File: config.mk
export PLATFORM = sky130hd
export DESIGN_NAME = rx_err_fifo
export DESIGN_NICKNAME = d
export VERILOG_FILES = /design/src/rtl/rxq_pkg.sv /design/src/rtl/rxq_rst_sync.sv /design/src/rtl/rxq_ptr_ctrl.sv /design/src/rtl/rxq_store.sv /design/src/rtl/rxq_err_track.sv /design/src/rtl/rx_err_fifo.sv
export SDC_FILE = /design/constraint.sdc
export NUM_CORES = 1
export LEC_CHECK = 0
export CAP_MARGIN = 15
export CORE_ASPECT_RATIO = 0.9
export CORE_MARGIN = 2
export CORE_UTILIZATION = 65
export CTS_CLUSTER_SIZE = 14
export DETAILED_ROUTE_END_ITERATION = 7
export DONT_BUFFER_PORTS = 1
export GPL_TIMING_DRIVEN = 0
export PLACE_DENSITY = 0.81
export SLEW_MARGIN = 10
export SYNTH_ARGS = -nofsm -noshare
export SYNTH_HDL_FRONTEND = slang
export SYNTH_HIERARCHICAL = 1
export SYNTH_SLANG_ARGS = --single-unit
File: constraint.sdc
create_clock -name clk -period 4.47 [get_ports clk]
set_input_delay 0.447 -clock clk [delete_from_list [all_inputs] [get_ports clk]]
set_output_delay 0.447 -clock clk [all_outputs]
set_load 0.02 [all_outputs]
File: src/rtl/rxq_pkg.sv
package rxq_pkg;

  localparam int RXQ_DATA_W = 8;

  typedef struct packed {
    logic brk;
    logic fe;
    logic pe;
  } rxq_flags_t;

  typedef struct packed {
    rxq_flags_t             flg;
    logic [RXQ_DATA_W-1:0]  data;
  } rxq_entry_t;

endpackage

File: src/rtl/rxq_rst_sync.sv
module rxq_rst_sync #(
  parameter int STAGES = 2
) (
  input  logic clk,
  input  logic rst_n,
  output logic rst_n_sync
);

  logic [STAGES-1:0] sync_q;

  always_ff @(posedge clk or negedge rst_n) begin
    if (!rst_n) begin
      sync_q <= '0;
    end else begin
      sync_q <= {sync_q[STAGES-2:0], 1'b1};
    end
  end

  assign rst_n_sync = sync_q[STAGES-1];

endmodule

File: src/rtl/rxq_ptr_ctrl.sv
module rxq_ptr_ctrl #(
  parameter int DEPTH = 64,
  localparam int AW = (DEPTH > 1) ? $clog2(DEPTH) : 1,
  localparam int LW = $clog2(DEPTH + 1)
) (
  input  logic          clk,
  input  logic          rst_n,
  input  logic          clr,
  input  logic          push,
  input  logic          pop,
  output logic          wr_en,
  output logic          rd_en,
  output logic [AW-1:0] wr_ptr,
  output logic [AW-1:0] rd_ptr,
  output logic [LW-1:0] level,
  output logic          empty,
  output logic          full,
  output logic          overrun
);

  localparam logic [LW-1:0] LVL_MAX  = LW'(DEPTH);
  localparam logic [AW-1:0] PTR_LAST = AW'(DEPTH - 1);

  logic [AW-1:0] wr_ptr_q, wr_ptr_d;
  logic [AW-1:0] rd_ptr_q, rd_ptr_d;
  logic [LW-1:0] level_q, level_d;
  logic          ovr_q, ovr_d;
  logic          rd_ok, wr_ok;

  assign empty = (level_q == '0);
  assign full  = (level_q == LVL_MAX);

  always_comb begin
    rd_ok = pop && !empty;
    wr_ok = push && (!full || rd_ok);
  end

  always_comb begin
    wr_ptr_d = wr_ptr_q;
    rd_ptr_d = rd_ptr_q;
    level_d  = level_q;
    ovr_d    = 1'b0;
    if (clr) begin
      wr_ptr_d = '0;
      rd_ptr_d = '0;
      level_d  = '0;
    end else begin
      ovr_d = push && !wr_ok;
      if (wr_ok) begin
        wr_ptr_d = (wr_ptr_q == PTR_LAST) ? '0 : wr_ptr_q + 1'b1;
      end
      if (rd_ok) begin
        rd_ptr_d = (rd_ptr_q == PTR_LAST) ? '0 : rd_ptr_q + 1'b1;
      end
      case ({wr_ok, rd_ok})
        2'b10:   level_d = level_q + 1'b1;
        2'b01:   level_d = level_q - 1'b1;
        default: level_d = level_q;
      endcase
    end
  end

  always_ff @(posedge clk or negedge rst_n) begin
    if (!rst_n) begin
      wr_ptr_q <= '0;
      rd_ptr_q <= '0;
      level_q  <= '0;
      ovr_q    <= 1'b0;
    end else begin
      wr_ptr_q <= wr_ptr_d;
      rd_ptr_q <= rd_ptr_d;
      level_q  <= level_d;
      ovr_q    <= ovr_d;
    end
  end

  assign wr_en   = wr_ok && !clr;
  assign rd_en   = rd_ok && !clr;
  assign wr_ptr  = wr_ptr_q;
  assign rd_ptr  = rd_ptr_q;
  assign level   = level_q;
  assign overrun = ovr_q;

endmodule

File: src/rtl/rxq_store.sv
module rxq_store
  import rxq_pkg::*;
#(
  parameter int DEPTH = 64,
  localparam int AW = (DEPTH > 1) ? $clog2(DEPTH) : 1
) (
  input  logic          clk,
  input  logic          wr_en,
  input  logic [AW-1:0] wr_ptr,
  input  rxq_entry_t    wr_entry,
  input  logic [AW-1:0] rd_ptr,
  output rxq_entry_t    rd_entry
);

  rxq_entry_t mem [DEPTH];

  for (genvar gi = 0; gi < DEPTH; gi++) begin : g_slot
    logic slot_we;
    assign slot_we = wr_en && (wr_ptr == AW'(gi));
    always_ff @(posedge clk) begin
      if (slot_we) begin
        mem[gi] <= wr_entry;
      end
    end
  end

  assign rd_entry = mem[rd_ptr];

endmodule

File: src/rtl/rxq_err_track.sv
module rxq_err_track #(
  parameter int DEPTH = 64,
  localparam int LW = $clog2(DEPTH + 1)
) (
  input  logic          clk,
  input  logic          rst_n,
  input  logic          clr,
  input  logic          push_ok,
  input  logic          push_err,
  input  logic          pop_ok,
  input  logic          pop_err,
  output logic [LW-1:0] err_cnt,
  output logic          err_any
);

  logic [LW-1:0] cnt_q, cnt_d;
  logic          inc, dec;

  always_comb begin
    inc   = push_ok && push_err;
    dec   = pop_ok && pop_err;
    cnt_d = cnt_q;
    if (clr) begin
      cnt_d = '0;
    end else begin
      case ({inc, dec})
        2'b10:   cnt_d = cnt_q + 1'b1;
        2'b01:   cnt_d = cnt_q - 1'b1;
        default: cnt_d = cnt_q;
      endcase
    end
  end

  always_ff @(posedge clk or negedge rst_n) begin
    if (!rst_n) begin
      cnt_q <= '0;
    end else begin
      cnt_q <= cnt_d;
    end
  end

  assign err_cnt = cnt_q;
  assign err_any = (cnt_q != '0);

endmodule

File: src/rtl/rx_err_fifo.sv
module rx_err_fifo
  import rxq_pkg::*;
#(
  parameter int DEPTH = 64,
  localparam int AW = (DEPTH > 1) ? $clog2(DEPTH) : 1,
  localparam int LW = $clog2(DEPTH + 1)
) (
  input  logic                  clk,
  input  logic                  rst_n,
  input  logic                  clr,
  input  logic                  push,
  input  logic [RXQ_DATA_W-1:0] push_data,
  input  logic                  push_brk,
  input  logic                  push_fe,
  input  logic                  push_pe,
  input  logic                  pop,
  output logic [RXQ_DATA_W-1:0] head_data,
  output logic                  head_brk,
  output logic                  head_fe,
  output logic                  head_pe,
  output logic                  err_any,
  output logic [LW-1:0]         level,
  output logic                  empty,
  output logic                  full,
  output logic                  overrun
);

  logic          rst_n_i;
  logic          wr_en, rd_en;
  logic [AW-1:0] wr_ptr, rd_ptr;
  logic [LW-1:0] err_cnt;
  rxq_entry_t    wr_entry, rd_entry;
  logic          push_err, head_err;

  rxq_rst_sync #(.STAGES(2)) u_rst (
    .clk        (clk),
    .rst_n      (rst_n),
    .rst_n_sync (rst_n_i)
  );

  always_comb begin
    wr_entry.data    = push_data;
    wr_entry.flg.brk = push_brk;
    wr_entry.flg.fe  = push_fe;
    wr_entry.flg.pe  = push_pe;
    push_err         = push_brk || push_fe || push_pe;
  end

  rxq_ptr_ctrl #(.DEPTH(DEPTH)) u_ctrl (
    .clk     (clk),
    .rst_n   (rst_n_i),
    .clr     (clr),
    .push    (push),
    .pop     (pop),
    .wr_en   (wr_en),
    .rd_en   (rd_en),
    .wr_ptr  (wr_ptr),
    .rd_ptr  (rd_ptr),
    .level   (level),
    .empty   (empty),
    .full    (full),
    .overrun (overrun)
  );

  rxq_store #(.DEPTH(DEPTH)) u_store (
    .clk      (clk),
    .wr_en    (wr_en),
    .wr_ptr   (wr_ptr),
    .wr_entry (wr_entry),
    .rd_ptr   (rd_ptr),
    .rd_entry (rd_entry)
  );

  assign head_err = rd_entry.flg.brk || rd_entry.flg.fe || rd_entry.flg.pe;

  rxq_err_track #(.DEPTH(DEPTH)) u_err (
    .clk      (clk),
    .rst_n    (rst_n_i),
    .clr      (clr),
    .push_ok  (wr_en),
    .push_err (push_err),
    .pop_ok   (rd_en),
    .pop_err  (head_err),
    .err_cnt  (err_cnt),
    .err_any  (err_any)
  );

  always_comb begin
    if (empty) begin
      head_data = '0;
      head_brk  = 1'b0;
      head_fe   = 1'b0;
      head_pe   = 1'b0;
    end else begin
      head_data = rd_entry.data;
      head_brk  = rd_entry.flg.brk;
      head_fe   = rd_entry.flg.fe;
      head_pe   = rd_entry.flg.pe;
    end
  end

endmodule

### Word level (Yosys, flattened, before mapping)

Memories as Yosys holds them, arrays and structs flattened.
Cells that the tools add are included.

* bits in registers: 29
* RAM bits: 704
* bits of input ports: 16
* output and inout bits: 22
* logic and storage cells: 564
* memories: 1

Memory list
* u_store.mem: words 64, width 11, read ports 1, clocked after Yosys merged registers in 0, write ports 1, line rxq_store.sv:15 `rxq_entry_t mem [DEPTH];`

* add/sub/neg operators: 6
* equal/unequal tests: 69
* mux-type cells: 332
* reduce and logical (&&, ||, !) cells: 150

Operators with widths (number)
* $mux W11: 63
* $reduce_or A11 Y1: 63
* $mux W6: 69
* $eq A6 B6 Y1 const B: 33
* $mux W1: 195
* $eq A6 B5 Y1 const B: 16
* $logic_and A1 B1 Y1: 71
* $eq A6 B4 Y1 const B: 8
* $pmux W7 S2: 2
* $eq A6 B3 Y1 const B: 4
* $add A7 B1 Y7 const B: 2
* $mux W7: 2
* $sub A7 B1 Y7 const B: 2
* $add A6 B1 Y6 const B: 2
* $eq A6 B2 Y1 const B: 2
* $mux W8: 1
* $eq A7 B7 Y1 const B: 1
* $logic_not A7 Y1: 1
* $reduce_bool A7 Y1: 1
* $eq A6 B1 Y1 const B: 1
* $logic_not A6 Y1: 1
* $reduce_bool A3 Y1: 2
* $logic_or A1 B1 Y1: 5
* $eq A2 B1 Y1 const B: 2
* other kinds (3): 8

### Depth between registers and ports, before layout

* word-level depth: 73
* mapped depth: 19
* gate-level depth less buffers: 14

### Modules after synthesis

The synthesis kept the hierarchy.

Modules (own cells, without submodules)
* rxq_store: instances 1, cells each 1251, area an instance 27294.9 µm², sequential area each 21140.3 µm²
* rxq_ptr_ctrl: instances 1, cells each 142, area an instance 1345.0 µm², sequential area each 500.5 µm²
* rxq_err_track: instances 1, cells each 61, area an instance 533.0 µm², sequential area each 175.2 µm²
* rx_err_fifo: instances 1, cells each 14, area an instance 88.8 µm², sequential area each 0.0 µm²
* rxq_rst_sync: instances 1, cells each 3, area an instance 53.8 µm², sequential area each 50.0 µm²

### Worst setup path before layout

OpenSTA, ideal clock, no wires.

* path type: reg2reg
* from: reg u_ctrl.rd_ptr_q[0] (netlist: u_ctrl/rd_ptr[0])
* to: reg u_err.cnt_q[6] (netlist: u_err/err_cnt[6])
* data arrival time: 3788 ps
* path slack: 554 ps
* cell stages (with the launch flop): 17
* path buffers: 3
* clock period less this slack: 3916 ps
* path through: dfrtp_1 > buf_6 > buf_8 > buf_8 > mux4_2 > mux4_2 > o21ai_1 > nand2_1 > or3_1 > nand2_1 > nor2_1 > xor2_1 > ha_1 > or4_1 > o21ai_1 > a32oi_1 > mux2_1

RTL lines
* start, declared: line rxq_ptr_ctrl.sv:25 `logic [AW-1:0] rd_ptr_q, rd_ptr_d;`
* start signal, assigned: line rxq_ptr_ctrl.sv:71 `rd_ptr_q <= rd_ptr_d;`
* end signal, assigned: line rxq_err_track.sv:38 `cnt_q <= cnt_d;`
* end, declared: line rxq_err_track.sv:16 `logic [LW-1:0] cnt_q, cnt_d;`

==> results by group <==
Logic synthesis
  • XOR/XNOR Fraction of Synth Area: 0.00209
  • Warning count from the yosys run: 6
  • Yosys top cell area share: 0.721
  • Ranking of synthesized cells by area: edfxtp_1 (72%), mux4_2 (12%), mux2i_1 (2.5%), dfrtp_1 (2.5%), nor2_1 (1.2%)
  • EDFF count, synth: 704
  • Yosys cell types: 75
  • Complex-gate fraction of the synthesized area: 0.0370
  • Simple-gate share of the synthesized area: 0.0425
  • Post-synthesis adder-cell area fraction: 0.00452
  • Cell area after synthesis: 29300 um2
  • Largest family of logic cells by synthesized area: multiplexers
  • Syn nets: about 1.5k
  • Ys async rst share: 0.0396
  • Leading area contributor after synthesis: edfxtp_1
  • Register bit total from synthesis: 733
  • Count leader, synth: edfxtp_1
  • Top_reg_cell synth: edfxtp_1
  • Post-synthesis cell count: 1471
  • Average size of a mapped cell: 19.9 um2
  • Most frequent cells after synthesis: edfxtp_1 (704), mux4_2 (162), nor2_1 (90), mux2i_1 (74), nand2_1 (52)
  • Post-synthesis mux area share: 0.150
  • Seq/Total Area, Yosys: 0.746

Worst setup path
  • Critical Path RT: just under 5 ns
  • Path type of the worst setup path: register to register
  • Crit-path max cell delay: 0.52 ns
  • CP dominant cell by count: buf_12
  • CP arrival: 4.91 ns
  • Worst-path fanout max: 10
  • Worst path cell trace: buf_6 > buf_8 > buf_12 > buf_12 > mux4_2 > mux2i_1 > a21oi_1 > o211ai_1 > nand2_1 > or3_4 > nand2_2 > nor2_2 > xor2_1 > ha_1 > or4_1 > o21ai_1 > a32oi_1 > mux2_1
  • R2R depth: 18
  • Critical path buffer and inverter count: 4
  • Crit. End Element: register
  • Top Family by Delay on Critical Path: simple AND/OR/NAND/NOR gates
  • CP max-delay cell: mux4_2
  • Critical path depth: 18
  • Setup crit start kind: register

Final layout
  • Share of layout cells above drive strength 1: 0.245
  • Ant. Diodes: 0
  • Net count, final: 1608
  • FF/Latch Area: 21900 um2
  • Design Area, Final: 32900 um2
  • Core Util, Final: 0.744
  • Fill cells: between 2k and 2.5k
  • Area of the multi-input gates: 6980 um2
  • Area grow syn2layout: 12.4%

Placement
  • Pre-CTS setup slack: -0.908 ns
  • Hpwl dp: 43700 um
  • Area after DPL: 30100 um2
  • IO Port Bufs: 0
  • Final Wtd Congestion: 0.963

Timing
  • Final setup fails: 0
  • WHS: 0.0405 ns
  • Fin. Hold Viols: 0
  • Setup WS post-layout: slightly below 0.04 ns
  • Skew final: 0.0226 ns
  • Min cycle time layout: 4.43 ns
  • Final period util: 0.991
  • Worst-Margin Slew: 1.24 ns
  • Worst slew margin: 0.173
  • Max-slew violation count: 0
  • Timing-limited maximum frequency: around 0.23 GHz

CTS
  • H-tree depth: 3
  • CTS tree: built
  • Clock latency at the later pin of the worst-skew pair: 0.62 ns
  • Clock transition at path regs: 0.06 ns
  • CTS max path bufs: 3
  • Cts bufs inserted: 71
  • CTS root buffer: clkbuf_16
  • TritonCTS Sinks: 733

Floorplanning
  • Initial Util: 0.662
  • Num ports: 38
  • Die area: 46800 um2
  • Die X: 228 um
  • Row Count: 73
  • Die height: 205 um
  • Core area: 44300 um2

GRT
  • Global-route wire length before repair: 105000 um
  • Largest net degree at the start of global routing: 65
  • Total track usage: 0.313
  • GRT overflow: 0
  • Initial antenna violation count: 3
  • Vias in the first global route: 15.7k

Worst hold path
  • Hold Path Depth: 2
  • Min-Delay Path Class: input pin to register

Power and ir drop
  • Peak supply drop: 0.418 mV
  • Lkg Pwr: 10.4 nW
  • Total Power: 16.3 mW
  • Pwr dens: 494 nW/um2

Outcome
  • Outcome: finished clean

Routing
  • Initial DRC Count: ~2.7k
  • Routed length per instance: between 30 and 40 um
  • Drt drc: 0
  • Vias: 15.7k
  • DR vias/cell: 7.03
  • DR pass1 iterations: 6
  • Post-route ant nets: 0
  • Post-Route WL: 71600 um

Job
  • Max-cap violation count: 0
## what timing repair did
item | CTS | global route
hold buffers | 13 | 0
pin swaps | 0 | 0
hold endpoints to repair | 707 | 0
resized for setup | 44 | 18
buffers inserted | 1 | 0
setup endpoints to repair | 15 | 1
## stage by stage
step           TNS (ns)  std cells
2_1_floorplan         0       1471
3_3_place_gp      -2.45       2071
3_5_place_dp      -2.81       2076
4_1_cts               0       2215
5_1_grt        -0.00482       2235
6_report              0       2235
## final cells by class
class	count	share of cell area
flip-flops and latches	733	0.664
multi-input cells	648	0.212
clock buffers	88	0.0584
clock inverters	38	0.00752
plain buffers	77	0.0184
inverters	11	0.00125
repair buffers	40	0.0157
well taps	600	0.0228
## worst reg2reg max path, cell delays in order (launching register included)
cell,delay (ns)
dfrtp_1,0.37
buf_6,0.15
buf_8,0.20
buf_12,0.19
buf_12,0.19
mux4_2,0.53
mux2i_1,0.26
a21oi_1,0.12
o211ai_1,0.14
nand2_1,0.10
or3_4,0.43
nand2_2,0.13
nor2_2,0.07
xor2_1,0.14
ha_1,0.26
or4_1,0.43
o21ai_1,0.14
a32oi_1,0.14
mux2_1,0.33
## cells by family after synthesis
family          after synthesis
fa+ha+maj                    10
other cells                   1
mux                         237
xor+xnor                      7
simple gates                255
compound gates              138
buf+inv                      90
flops                       733
## worst paths after layout
path | start | slack, ns | to
setup / recovery | u_ctrl/rd_ptr[0] | 0.04 | u_err/err_cnt[6]
hold / removal | clr | 0.04 | u_ctrl/level[6]
setup reg to reg | u_ctrl/rd_ptr[0] | 0.04 | u_err/err_cnt[6]
hold reg to reg | u_rst/sync_q[1] | 0.28 | u_err/err_cnt[1]
max in group asynchronous | u_rst/sync_q[1] | 3.73 | u_ctrl/rd_ptr[2]
min in group asynchronous | rst_n | 0.07 | u_rst/sync_q[1]
## routing by layer
metal	vias to the layer above	global-route usage	wire, um
met2	1197	0.489	33600
li1	6325	-	-
met4	6	0.124	3200
met1	7984	0.432	26200
met3	208	0.0840	8470
met5	-	0	62
## layout by cell type, fill, tap and decap left out, types with 6 or more instances in the layout
cell type and count:
and3_1 10, clkbuf_16 74, o21ai_0 17, clkinv_2 17, mux2i_1 71, and2_1 7
nand3_1 24, a221oi_1 18, dfrtp_1 27, a211oi_1 8, or3_1 6, nor2_1 83
edfxtp_1 704, o32ai_1 8, nand2_1 51, buf_16 10, buf_6 21, nor2b_1 27
a32oi_1 9, ha_1 9, inv_1 9, clkbuf_2 7, clkbuf_1 27, nor2_2 8
mux4_2 162, nor3_1 7, a22oi_1 10, clkinv_1 14, a21oi_1 12, a221o_1 8
buf_4 40, o221ai_1 7
## where the power goes
group / switching [mW] / internal, mW
combinational: 1.63 / 1.27
clock: 2.50 / 3.18
sequential: 0.118 / 7.58
## flip-flops by register name, summed over array words and instances, names as in the netlist
register / flops
u_ctrl/level: 7
u_ctrl/overrun: 1
u_ctrl/rd_ptr: 6
u_ctrl/wr_ptr: 6
u_err/err_cnt: 7
u_rst/sync_q: 2
u_store/mem: 704
Note: power is estimated with default switching activity, not from simulation.
